==> src/rtl/dacif_pkg.sv <==
package dacif_pkg;

   typedef enum logic {
      MODE_GATED = 1'b0,
      MODE_CHAIN = 1'b1
   } shift_mode_e;

   function automatic int count_width(input int bits);
      return $clog2(bits + 1);
   endfunction

endpackage

==> src/rtl/dacif_sync.sv <==
module dacif_sync #(
   parameter int           W       = 1,
   parameter int           STAGES  = 2,
   parameter logic [W-1:0] RST_VAL = '0
) (
   input  logic         clk,
   input  logic         rst_n,
   input  logic [W-1:0] d,
   output logic [W-1:0] q
);

   generate
      if (STAGES < 2) begin : g_bad_depth
         $error("dacif_sync: STAGES must be at least 2");
      end
      for (genvar i = 0; i < STAGES; i++) begin : g_stage
         logic [W-1:0] r;
         if (i == 0) begin : g_first
            always_ff @(posedge clk or negedge rst_n) begin
               if (!rst_n) r <= RST_VAL;
               else        r <= d;
            end
         end else begin : g_next
            always_ff @(posedge clk or negedge rst_n) begin
               if (!rst_n) r <= RST_VAL;
               else        r <= g_stage[i-1].r;
            end
         end
      end
   endgenerate

   assign q = g_stage[STAGES-1].r;

endmodule

==> src/rtl/dacif_shifter.sv <==
module dacif_shifter
   import dacif_pkg::*;
#(
   parameter int WORD_W = 16,
   parameter int CNT_W  = 5
) (
   input  logic              clk,
   input  logic              rst_n,
   input  logic              sclk_s,
   input  logic              sync_n_s,
   input  logic              sdin_s,
   input  shift_mode_e       mode,
   output logic [WORD_W-1:0] shift_q,
   output logic [CNT_W-1:0]  acc_cnt,
   output logic              sclk_fall,
   output logic              sdout
);

   localparam logic [CNT_W-1:0] FULL = CNT_W'(WORD_W);

   logic sclk_d;
   logic gate_open;
   logic shift_en;

   always_ff @(posedge clk or negedge rst_n) begin
      if (!rst_n) sclk_d <= 1'b1;
      else        sclk_d <= sclk_s;
   end

   assign sclk_fall = sclk_d & ~sclk_s;

   // edge counter for the current frame, saturating at one word
   always_ff @(posedge clk or negedge rst_n) begin
      if (!rst_n)                         acc_cnt <= '0;
      else if (sync_n_s)                  acc_cnt <= '0;
      else if (sclk_fall && acc_cnt != FULL) acc_cnt <= acc_cnt + 1'b1;
   end

   always_comb begin
      unique case (mode)
         MODE_CHAIN: gate_open = 1'b1;
         default:    gate_open = (acc_cnt < FULL);
      endcase
   end

   assign shift_en = sclk_fall & ~sync_n_s & gate_open;

   always_ff @(posedge clk or negedge rst_n) begin
      if (!rst_n)        shift_q <= '0;
      else if (shift_en) shift_q <= {shift_q[WORD_W-2:0], sdin_s};
   end

   assign sdout = (mode == MODE_CHAIN) ? shift_q[WORD_W-1] : 1'b0;

endmodule

==> src/rtl/dacif_latch.sv <==
module dacif_latch #(
   parameter int WORD_W = 16
) (
   input  logic              clk,
   input  logic              rst_n,
   input  logic              clr_n,
   input  logic              load,
   input  logic [WORD_W-1:0] din,
   output logic [WORD_W-1:0] dout
);

   logic arst_n;

   assign arst_n = rst_n & clr_n;

   always_ff @(posedge clk or negedge arst_n) begin
      if (!arst_n)   dout <= '0;
      else if (load) dout <= din;
   end

endmodule

==> src/rtl/dacif_serial_top.sv <==
module dacif_serial_top
   import dacif_pkg::*;
#(
   parameter int WORD_W      = 16,
   parameter int SYNC_STAGES = 2
) (
   input  logic              clk,
   input  logic              rst_n,
   input  logic              sclk,
   input  logic              sync_n,
   input  logic              sdin,
   input  logic              dcen,
   input  logic              ldac_n,
   input  logic              clr_n,
   output logic              sdout,
   output logic [WORD_W-1:0] dac_word
);

   localparam int CNT_W = count_width(WORD_W);
   localparam int NPIN  = 5;
   // bit order: {dcen, ldac_n, sdin, sync_n, sclk}
   localparam logic [NPIN-1:0] PIN_IDLE = 5'b0_1_0_1_1;

   generate
      if (!(WORD_W == 14 || WORD_W == 16)) begin : g_bad_width
         $error("dacif_serial_top: WORD_W must be 14 or 16");
      end
   endgenerate

   logic [NPIN-1:0]   pins_s;
   logic              sclk_s, sync_n_s, sdin_s, ldac_n_s, dcen_s;
   logic              latch_load;
   logic              sclk_fall;
   logic [WORD_W-1:0] shift_q;
   logic [CNT_W-1:0]  acc_cnt;
   shift_mode_e       mode;

   dacif_sync #(
      .W       (NPIN),
      .STAGES  (SYNC_STAGES),
      .RST_VAL (PIN_IDLE)
   ) u_sync (
      .clk   (clk),
      .rst_n (rst_n),
      .d     ({dcen, ldac_n, sdin, sync_n, sclk}),
      .q     (pins_s)
   );

   assign {dcen_s, ldac_n_s, sdin_s, sync_n_s, sclk_s} = pins_s;
   assign mode       = shift_mode_e'(dcen_s);
   assign latch_load = ~ldac_n_s;

   dacif_shifter #(
      .WORD_W (WORD_W),
      .CNT_W  (CNT_W)
   ) u_shift (
      .clk       (clk),
      .rst_n     (rst_n),
      .sclk_s    (sclk_s),
      .sync_n_s  (sync_n_s),
      .sdin_s    (sdin_s),
      .mode      (mode),
      .shift_q   (shift_q),
      .acc_cnt   (acc_cnt),
      .sclk_fall (sclk_fall),
      .sdout     (sdout)
   );

   dacif_latch #(
      .WORD_W (WORD_W)
   ) u_latch (
      .clk   (clk),
      .rst_n (rst_n),
      .clr_n (clr_n),
      .load  (latch_load),
      .din   (shift_q),
      .dout  (dac_word)
   );

endmodule

==> config.mk <==
export PLATFORM = sky130hd
export DESIGN_NAME = dacif_serial_top
export DESIGN_NICKNAME = d
export VERILOG_FILES = /design/src/rtl/dacif_pkg.sv /design/src/rtl/dacif_sync.sv /design/src/rtl/dacif_shifter.sv /design/src/rtl/dacif_latch.sv /design/src/rtl/dacif_serial_top.sv
export SDC_FILE = /design/constraint.sdc
export NUM_CORES = 1
export LEC_CHECK = 0
export ABC_CLOCK_PERIOD_IN_PS = 2200
export BUFFER_PORTS_ARGS = -buffer_cell sky130_fd_sc_hd__clkbuf_2
export CAP_MARGIN = 20
export CORE_MARGIN = 2
export CORE_UTILIZATION = 48
export CTS_CLUSTER_DIAMETER = 100
export DETAILED_ROUTE_END_ITERATION = 7
export PLACE_DENSITY_LB_ADDON = 0.05
export RECOVER_POWER = 100
export SYNTH_ARGS = -nofsm -noshare
export SYNTH_HDL_FRONTEND = slang
export SYNTH_HIERARCHICAL = 1
export SYNTH_SLANG_ARGS = --single-unit
export TNS_END_PERCENT = 50
==> constraint.sdc <==
create_clock -name clk -period 2.2 [get_ports clk]
set_clock_uncertainty 0.05 [all_clocks]
set_input_delay 0.22 -clock clk [delete_from_list [all_inputs] [get_ports clk]]
set_output_delay 0.22 -clock clk [all_outputs]
set_load 0.02 [all_outputs]
==> flow_metrics.py, run 1 <==
metrics = {
    "run_status": {
        "status": "completed",
    },
    "timing": {
        "slew_headroom_pct": 31.0,
        "rsz0062_at_grt": "no",
        "period_minus_slack_ps": 1770,
        "period_share_pct": 80.6,
        "fmax_ghz": 0.564,
        "finalSetupTns_ps": 0,
        "slew_viol_final": 0,
        "setup_viol": 0,
        "hold_viol": 0,
        "tightest_slew_ps": 1030,
    },
    "drt": {
        "drtPass1Iterations": 2,
        "wirelength_um": 2920,
        "vias": 981,
        "drt_first_iter_violations": 29,
        "post_drt_wl_per_cell_um": 14.4,
        "viasPerCell": 4.86,
        "drcViolationCount": 0,
        "ant_nets": 0,
    },
    "placed_design": {
        "dp_hpwl_um": 2000,
        "portBuffers": 24,
        "gp_congestion": 0.662,
        "dp_cells": 188,
    },
    "floorplan": {
        "die_x_um": 67.4,
        "start_util_pct": 48.9,
        "die_h_um": 67.4,
        "coreArea_mm2": 0.00394,
        "io_pins": 25,
        "rows": 23,
        "die-area_mm2": 0.00454,
    },
    "clocking": {
        "cts_buffers": 5,
        "root_buffer": "clkbuf_8",
        "tritoncts": "yes",
        "path_clk_slew_ps": 90,
        "clk_path_buf_depth": 2,
        "cts.sinks": 48,
        "h-tree-depth": 2,
        "clock_latency_ps": 300,
    },
    "critical_path": {
        "crit_start": "u_shift/sclk_d",
        "reg2reg_depth": 4,
        "slowest_delay_ps": 530,
        "crit_path_max_fanout": 16,
        "cp-endpoint": "u_shift/shift_q[11]",
        "path_class": "reg -> reg",
        "worstReg2RegStart": "u_shift/sclk_d",
        "crit-reg2reg-capture": "u_shift/shift_q[11]",
        "cp.required_ps": 2330,
        "worstSetupEndpointType": "flip-flop",
        "reg2reg_slack_ps": 430,
        "cp.arrival_ps": 1910,
        "critPathLaunchType": "flip-flop",
        "slowest_stage": "dfstp_2",
        "crit_chain": "nand2b_1, a211o_1, clkbuf_2, mux2_1",
    },
    "synthesis": {
        "netlist.area_leader.share_pct": 53.2,
        "yosys-top-cells-area": "dfrtp_1, mux2_4, dfstp_2",
        "syn_area_per_cell_um2": 16.6,
        "netlist_instances": 116,
        "syn_nets": 126,
        "synth.largest_area_cell": "dfrtp_1",
        "netlist_area_mm2": 0.00193,
        "synthArstFlopShare_pct": 100,
        "synth.distinct_cells": 22,
        "synthFlopType": "dfrtp_1",
        "synth-edff-count": 0,
        "ys_ff_latch": 48,
        "synth.yosys.seq_area_share_pct": 62.8,
        "yosys_warnings": 6,
    },
    "global_route": {
        "grt_max_degree": 33,
        "grt_pass1_wl_um": 4940,
        "grt_pass1_vias": 982,
        "antenna_found_initial": 0,
        "grt_overflow": 0,
        "grt.total_usage_pct": 15.6,
    },
    "finish": {
        "antenna_cells": 0,
        "drive_above_1_share_pct": 25.7,
        "fillCellCount": 338,
        "fin_cells": 202,
        "fin_nets": 161,
        "area_delta_synth_final_pct": 9.03,
    },
    "pwr": {
        "powerDensity_mw_per_mm2": 939,
        "power.total_uw": 1970,
        "vdd_drop_max_mv": 0.473,
        "p_leak_uw": 0.00102,
    },
    "worst_hold_path": {
        "min-delay-path-class": "in -> async",
    },
    "job": {
        "maxCapViolCount": 0,
    },
}
## repair_timing
item | CTS | global route
buffers inserted | 0 | 0
hold buffers | 6 | 0
hold endpoints to repair | 30 | 0
resized for setup | 0 | 0
## layout make-up
cell class / instances / area, um^2 / share of cell area (%)
Multi-Input combinational cell: 58 / 546 / 26.0
Inverter: 5 / 18.8 / 0.893
Clock buffer: 6 / 82.6 / 3.93
Timing Repair Buffer: 33 / 171 / 8.16
Tap cell: 50 / 62.6 / 2.98
Clock inverter: 2 / 10.0 / 0.476
Sequential cell: 48 / 1210 / 57.6
## cell usage in the layout, fill, tap and decap left out, types with 2 or more instances in the layout
master	instances
nand2b_1	4
clkbuf_8	6
dlygate4sd3_1	6
clkinv_2	2
clkbuf_2	8
dfstp_2	7
dfrtp_1	41
mux2_2	13
clkbuf_1	19
mux2_1	20
nor2_1	5
ha_1	2
inv_1	5
a21oi_1	2
## where the power goes
group | total (uW) | switching (uW) | leakage (uW) | internal (uW)
registers | 1120 | 90.3 | 0.000614 | 1030
logic | 321 | 180 | 0.000356 | 141
clock network | 529 | 278 | 0.0000510 | 251
total | 1970 | 548 | 0.00102 | 1420
## stage by stage
step	util (%)	instance area [um^2]	setup slack, ps	hold slack, ps
after global routing	53.3	2100	317	224
final	53.3	2100	428	140
after global placement	52.2	2060	657	258
after floorplan	-	1930	617	-126
after detailed placement	52.2	2060	633	259
after CTS	56.1	2210	617	26.4
## registers in the layout (all words and copies together), names as in the netlist
name and count:
u_shift/sclk_d 1, u_sync/g_stage.r 5, u_sync/q 5, u_shift/shift_q 16
u_latch/dout 16, u_shift/acc_cnt 5
## logic make-up (layout without fill, tap and decap cells)
kind of cell               after synthesis  after routing  share of synthesized area [%]
DFF                                     48             48                           62.8
muxes                                   35             35                           24.3
and+or+nand+nor                         16             16                           5.13
buffers and inverters                   10             46                           4.81
AOI/OAI and AO/OA                        5              5                           1.69
adders and majority gates                2              2                           1.30
## worst min-delay path by stage
stage | from | endpoint | slack, ps | depth (start not counted)
after floorplan | rst_n | u_shift/acc_cnt[0] | -130 | 0
after global placement | rst_n | u_sync/q[2] | 260 | 2
after detailed placement | sclk | u_sync/g_stage[0].r[0] | 260 | 1
after CTS | clr_n | u_latch/dout[9] | 30 | 2
after global routing | clr_n | u_latch/dout[9] | 220 | 2
final | clr_n | u_latch/dout[7] | 140 | 2
## worst max-delay path: cells and delay by family, from the launching register on
| kind | cells | cell delay (ps) |
|---|---|---|
| and+or+nand+nor | 1 | 110 |
| AOI/OAI and AO/OA | 1 | 280 |
| buffers and inverters | 1 | 290 |
| DFF | 1 | 530 |
| muxes | 1 | 400 |
## per-layer routing
layer | part of all wire, % | up-vias | wire (um) | global-route usage, %
met2 | 47 | 16 | 1370 | 22.6
li1 | - | 464 | - | -
met5 | 0 | - | 0 | 0
met4 | 2.3 | 0 | 68 | 8.42
met3 | 3.8 | 6 | 112 | 5.00
met1 | 47 | 495 | 1360 | 21.0
## Yosys cell counts (2+ instances only)
cell type,n
mux2_4,20
dfrtp_1,41
dfstp_2,7
ha_1,2
and2_1,2
inv_1,5
nor2_1,5
nand2b_1,3
buf_12,2
mux2_2,14
buf_6,3
a21oi_1,2
Power figures use the tool's default switching activity.
==> run 2: changes to the inputs <==
- ABC_CLOCK_PERIOD_IN_PS: 2200 -> 1650
- clock period: 2.2 -> 1.65 ns (I/O delays scaled with it)
==> flow_metrics.py, run 2 (synthesized netlist as in run 1, its figures left out) <==
metrics = {
    "run_status": {
        "status": "completed",
    },
    "job": {
        "maxCapViolCount": 0,
    },
    "global_route": {
        "grt_pass1_wl_um": 4850,
        "grt_max_degree": 33,
        "antenna_found_initial": 0,
        "grt_pass1_vias": 1033,
        "grt_overflow": 0,
        "grt.total_usage_pct": 15.0,
    },
    "timing": {
        "setup_viol": 0,
        "period_minus_slack_ps": 1570,
        "period_share_pct": 94.9,
        "finalSetupTns_ps": 0,
        "hold-worst-slack_ps": 307,
        "slew_headroom_pct": 47.5,
        "rsz0062_at_grt": "no",
        "hold_viol": 0,
        "fmax_ghz": 0.638,
        "tightest_slew_ps": 787,
        "slew_viol_final": 0,
    },
    "clocking": {
        "clk_path_buf_depth": 2,
        "cts_buffers": 5,
        "h-tree-depth": 2,
        "cts_resized": 0,
        "tritoncts": "yes",
        "clock_latency_ps": 290,
        "root_buffer": "clkbuf_8",
        "cts.sinks": 48,
        "path_clk_slew_ps": 80,
    },
    "drt": {
        "post_drt_wl_per_cell_um": 14.2,
        "ant_nets": 0,
        "drcViolationCount": 0,
        "wirelength_um": 2920,
        "drtPass1Iterations": 4,
        "vias": 986,
        "viasPerCell": 4.79,
        "drt_first_iter_violations": 31,
    },
    "critical_path": {
        "cp.required_ps": 1780,
        "path_class": "reg -> reg",
        "crit_path_max_fanout": 16,
        "cp-endpoint": "u_shift/shift_q[1]",
        "worstReg2RegStart": "u_shift/sclk_d",
        "critPathLaunchType": "flip-flop",
        "crit-reg2reg-capture": "u_shift/shift_q[1]",
        "worstSetupEndpointType": "flip-flop",
        "reg2reg_slack_ps": 80,
        "crit_start": "u_shift/sclk_d",
        "reg2reg_depth": 4,
        "cp.arrival_ps": 1690,
    },
    "placed_design": {
        "portBuffers": 24,
        "placed_area_mm2": 0.00209,
        "gp_congestion": 0.644,
        "dp_hpwl_um": 2020,
    },
    "floorplan": {
        "rows": 23,
        "start_util_pct": 48.9,
        "coreArea_mm2": 0.00394,
        "die_x_um": 67.4,
        "die-area_mm2": 0.00454,
        "io_pins": 25,
        "die_h_um": 67.4,
    },
    "worst_hold_path": {
        "min-delay-path-class": "reg -> reg",
        "min-delay-start": "u_sync/g_stage[0].r[2]",
    },
    "finish": {
        "layout_common_cells": "dfrtp_1, mux2_1, clkbuf_1",
        "largestRegisters": "u_latch/dout (16), u_shift/shift_q (16)",
        "final_common_cell": "dfrtp_1",
        "fin_nets": 165,
        "antenna_cells": 0,
        "area_delta_synth_final_pct": 11.4,
        "drive_above_1_share_pct": 26.3,
        "final_cell_area_mm2": 0.00215,
    },
    "pwr": {
        "p_leak_uw": 0.00104,
        "powerDensity_mw_per_mm2": 1220,
        "power.total_uw": 2620,
        "vdd_drop_max_mv": 0.567,
    },
}
run 2: cell count changes in the layout (fill, tap and decap cells not counted), sizes merged:
cell         previous run  this run
buf                     0         2
dlygate4sd3             6         8
run 2: what timing repair did:
action,in CTS,in global routing
hold buffers,8,0
setup buffers,0,1
hold endpoints to repair,36,0
setup endpoints to repair,0,1
run 2: worst min path at each step:
stage | end | slack (ps) | depth (start not counted)
after CTS | u_sync/q[2] | 310 | 0
after detailed placement | u_latch/dout[8] | 160 | 2
after floorplan | u_shift/acc_cnt[0] | -180 | 0
final | u_sync/q[2] | 310 | 0
after global routing | u_sync/q[0] | 320 | 0
after global placement | u_latch/dout[8] | 140 | 2
run 2: layout make-up:
class                      count  area (um^2)
clock buffer                   6         82.6
sequential                    48         1210
inverter                       5         18.8
multi-input combinational     58          549
clock inverter                 2         10.0
tap                           50         62.6
timing repair buffer          37          213
fill                         364         1800
run 2: power breakdown:
part	switching [uW]	internal (uW)	total (uW)	leakage [uW]
clock	361	334	696	0.0000510
sequential	119	1380	1500	0.000614
combinational	243	187	430	0.000379
run 2: routing by layer:
layer | global-route usage [%] | part of all wire [%] | up-vias
li1 | - | - | 467
met1 | 19.5 | 47 | 494
met2 | 23.4 | 48 | 21
met3 | 5.00 | 4.0 | 4
met4 | 5.36 | 1.3 | 0
met5 | 0 | 0 | -
run 2: stage by stage:
stage,setup WS [ps],std cells,util (%)
final,83.5,206,54.4
after detailed placement,84.0,189,53.0
after CTS,63.9,205,57.4
after floorplan,67.4,116,-
after global routing,23.5,206,54.4
after global placement,107,189,53.0
run 2: worst max-delay path, stage by stage, from the launching register on:
cell and delay (ps):
dfstp_1 560, nand2b_4 70, a211o_1 280, buf_6 170, mux2_1 320
==> run 3: changes to the inputs <==
- ABC_CLOCK_PERIOD_IN_PS: 1650 -> 2050
- clock period: 1.65 -> 2.05 ns (I/O delays scaled with it)
==> flow_metrics.py, run 3 (synthesized netlist as in run 1, its figures left out) <==
metrics = {
    "finish": {
        "fillCellCount": 339,
        "final_util_pct": 53.5,
        "fin_nets": 160,
        "antenna_cells": 0,
        "area_delta_synth_final_pct": 9.55,
        "drive_above_1_share_pct": 25.2,
        "fin_cells": 201,
        "final_common_cell": "dfrtp_1",
        "layout_common_cells": "dfrtp_1, mux2_1, clkbuf_1",
        "largestRegisters": "u_latch/dout (16), u_shift/shift_q (16)",
        "final_cell_area_mm2": 0.00211,
    },
    "global_route": {
        "grt_pass1_wl_um": 5060,
        "grt_pass1_vias": 1028,
        "grt_max_degree": 33,
        "grt.total_usage_pct": 15.7,
        "antenna_found_initial": 0,
        "grt_overflow": 0,
    },
    "critical_path": {
        "slowest_delay_ps": 520,
        "reg2reg_depth": 4,
        "crit_chain": "nand2b_1, a211o_1, buf_4, mux2_1",
        "cp.arrival_ps": 1740,
        "path_class": "reg -> reg",
        "cp.required_ps": 2180,
        "crit_path_max_fanout": 16,
        "critPathLaunchType": "flip-flop",
        "slowest_stage": "dfstp_2",
        "reg2reg_slack_ps": 440,
        "worstSetupEndpointType": "flip-flop",
    },
    "timing": {
        "fmax_ghz": 0.621,
        "period_minus_slack_ps": 1610,
        "tightest_slew_ps": 773,
        "slew_viol_final": 0,
        "setup_viol": 0,
        "rsz0062_at_grt": "no",
        "finalSetupTns_ps": 0,
        "slew_headroom_pct": 48.5,
        "hold-worst-slack_ps": 17.2,
        "period_share_pct": 78.6,
        "hold_viol": 0,
    },
    "clocking": {
        "path_clk_slew_ps": 80,
        "h-tree-depth": 2,
        "clock_latency_ps": 300,
        "cts.sinks": 48,
        "clk_path_buf_depth": 2,
        "tritoncts": "yes",
        "cts_buffers": 5,
        "root_buffer": "clkbuf_8",
        "post_cts_buffers": 0,
    },
    "floorplan": {
        "start_util_pct": 48.9,
        "die_h_um": 67.4,
        "io_pins": 25,
        "die-area_mm2": 0.00454,
        "die_x_um": 67.4,
        "rows": 23,
        "coreArea_mm2": 0.00394,
    },
    "pwr": {
        "vdd_drop_max_mv": 0.556,
        "p_clk_share_pct": 30.1,
        "p_seq_share_pct": 54.7,
        "power.combinational.fraction_pct": 15.3,
        "power_switching_uw": 591,
        "internal_power_uw": 1610,
        "p_leak_uw": 0.00102,
        "sw_frac_of_total_pct": 26.8,
        "powerDensity_mw_per_mm2": 1040,
    },
    "drt": {
        "wirelength_um": 2910,
        "drt_first_iter_violations": 69,
        "post_drt_wl_per_cell_um": 14.5,
        "drtPass1Iterations": 4,
        "ant_nets": 0,
        "drcViolationCount": 0,
        "viasPerCell": 4.80,
        "vias": 965,
    },
    "worst_hold_path": {
        "min-delay-path-class": "in -> async",
    },
    "job": {
        "maxCapViolCount": 0,
    },
    "placed_design": {
        "placed_area_mm2": 0.00205,
        "gp_congestion": 0.664,
        "dp_hpwl_um": 1940,
        "portBuffers": 24,
        "dp_cells": 187,
    },
    "run_status": {
        "status": "completed",
    },
}
-- run 3: area by class of cell --
type,instances,area (um^2),share of cell area (%)
clock inverters,2,35.0,1.66
flip-flops and latches,48,1210,57.3
clock buffers,6,72.6,3.44
inverters,5,18.8,0.889
multi-input cells,58,542,25.7
repair buffers,32,170,8.06
well taps,50,62.6,2.96
-- run 3: repair_timing --
action                                 in CTS  in global routing
endpoints found under the hold margin      30                  0
resized for setup                           0                  0
hold buffers                                6                  0
-- run 3: worst paths after layout --
path                                 endpoint              startpoint
hold / removal                u_latch/dout[9]                   clr_n
setup reg to reg           u_shift/shift_q[0]          u_shift/sclk_d
hold reg to reg                   u_sync/q[2]  u_sync/g_stage[0].r[2]
min in group clk                  u_sync/q[2]  u_sync/g_stage[0].r[2]
setup / recovery           u_shift/shift_q[0]          u_shift/sclk_d
max in group asynchronous    u_latch/dout[15]                   rst_n
-- run 3: critical path: cells and delay by family (launching register included) --
kind / cells / cell delay [ps]
compound gates: 1 / 280
buf+inv: 1 / 200
flops: 1 / 520
mux: 1 / 330
simple gates: 1 / 100
-- run 3: power by group through the flow --
stage | clock (uW) | combinational [uW] | sequential, uW
after detailed placement | 0 | 424 | 1240
after floorplan | 0 | 231 | 1290
after global placement | 0 | 414 | 1230
after global routing | 728 | 371 | 1230
final | 663 | 337 | 1210
after CTS | 692 | 434 | 1220
-- run 3: through the flow --
step	worst slack [ps]	total power, uW
3_3_place_gp	508	1640
2_1_floorplan	467	1520
3_5_place_dp	490	1660
4_1_cts	475	2340
6_report	439	2210
5_1_grt	350	2330
-- run 3: routing by layer --
layer	GRT usage [%]	vias up	wire [um]
met3	5.67	3	101
met5	0	-	0
li1	-	457	-
met4	5.36	0	38
met1	21.3	490	1340
met2	23.5	15	1420
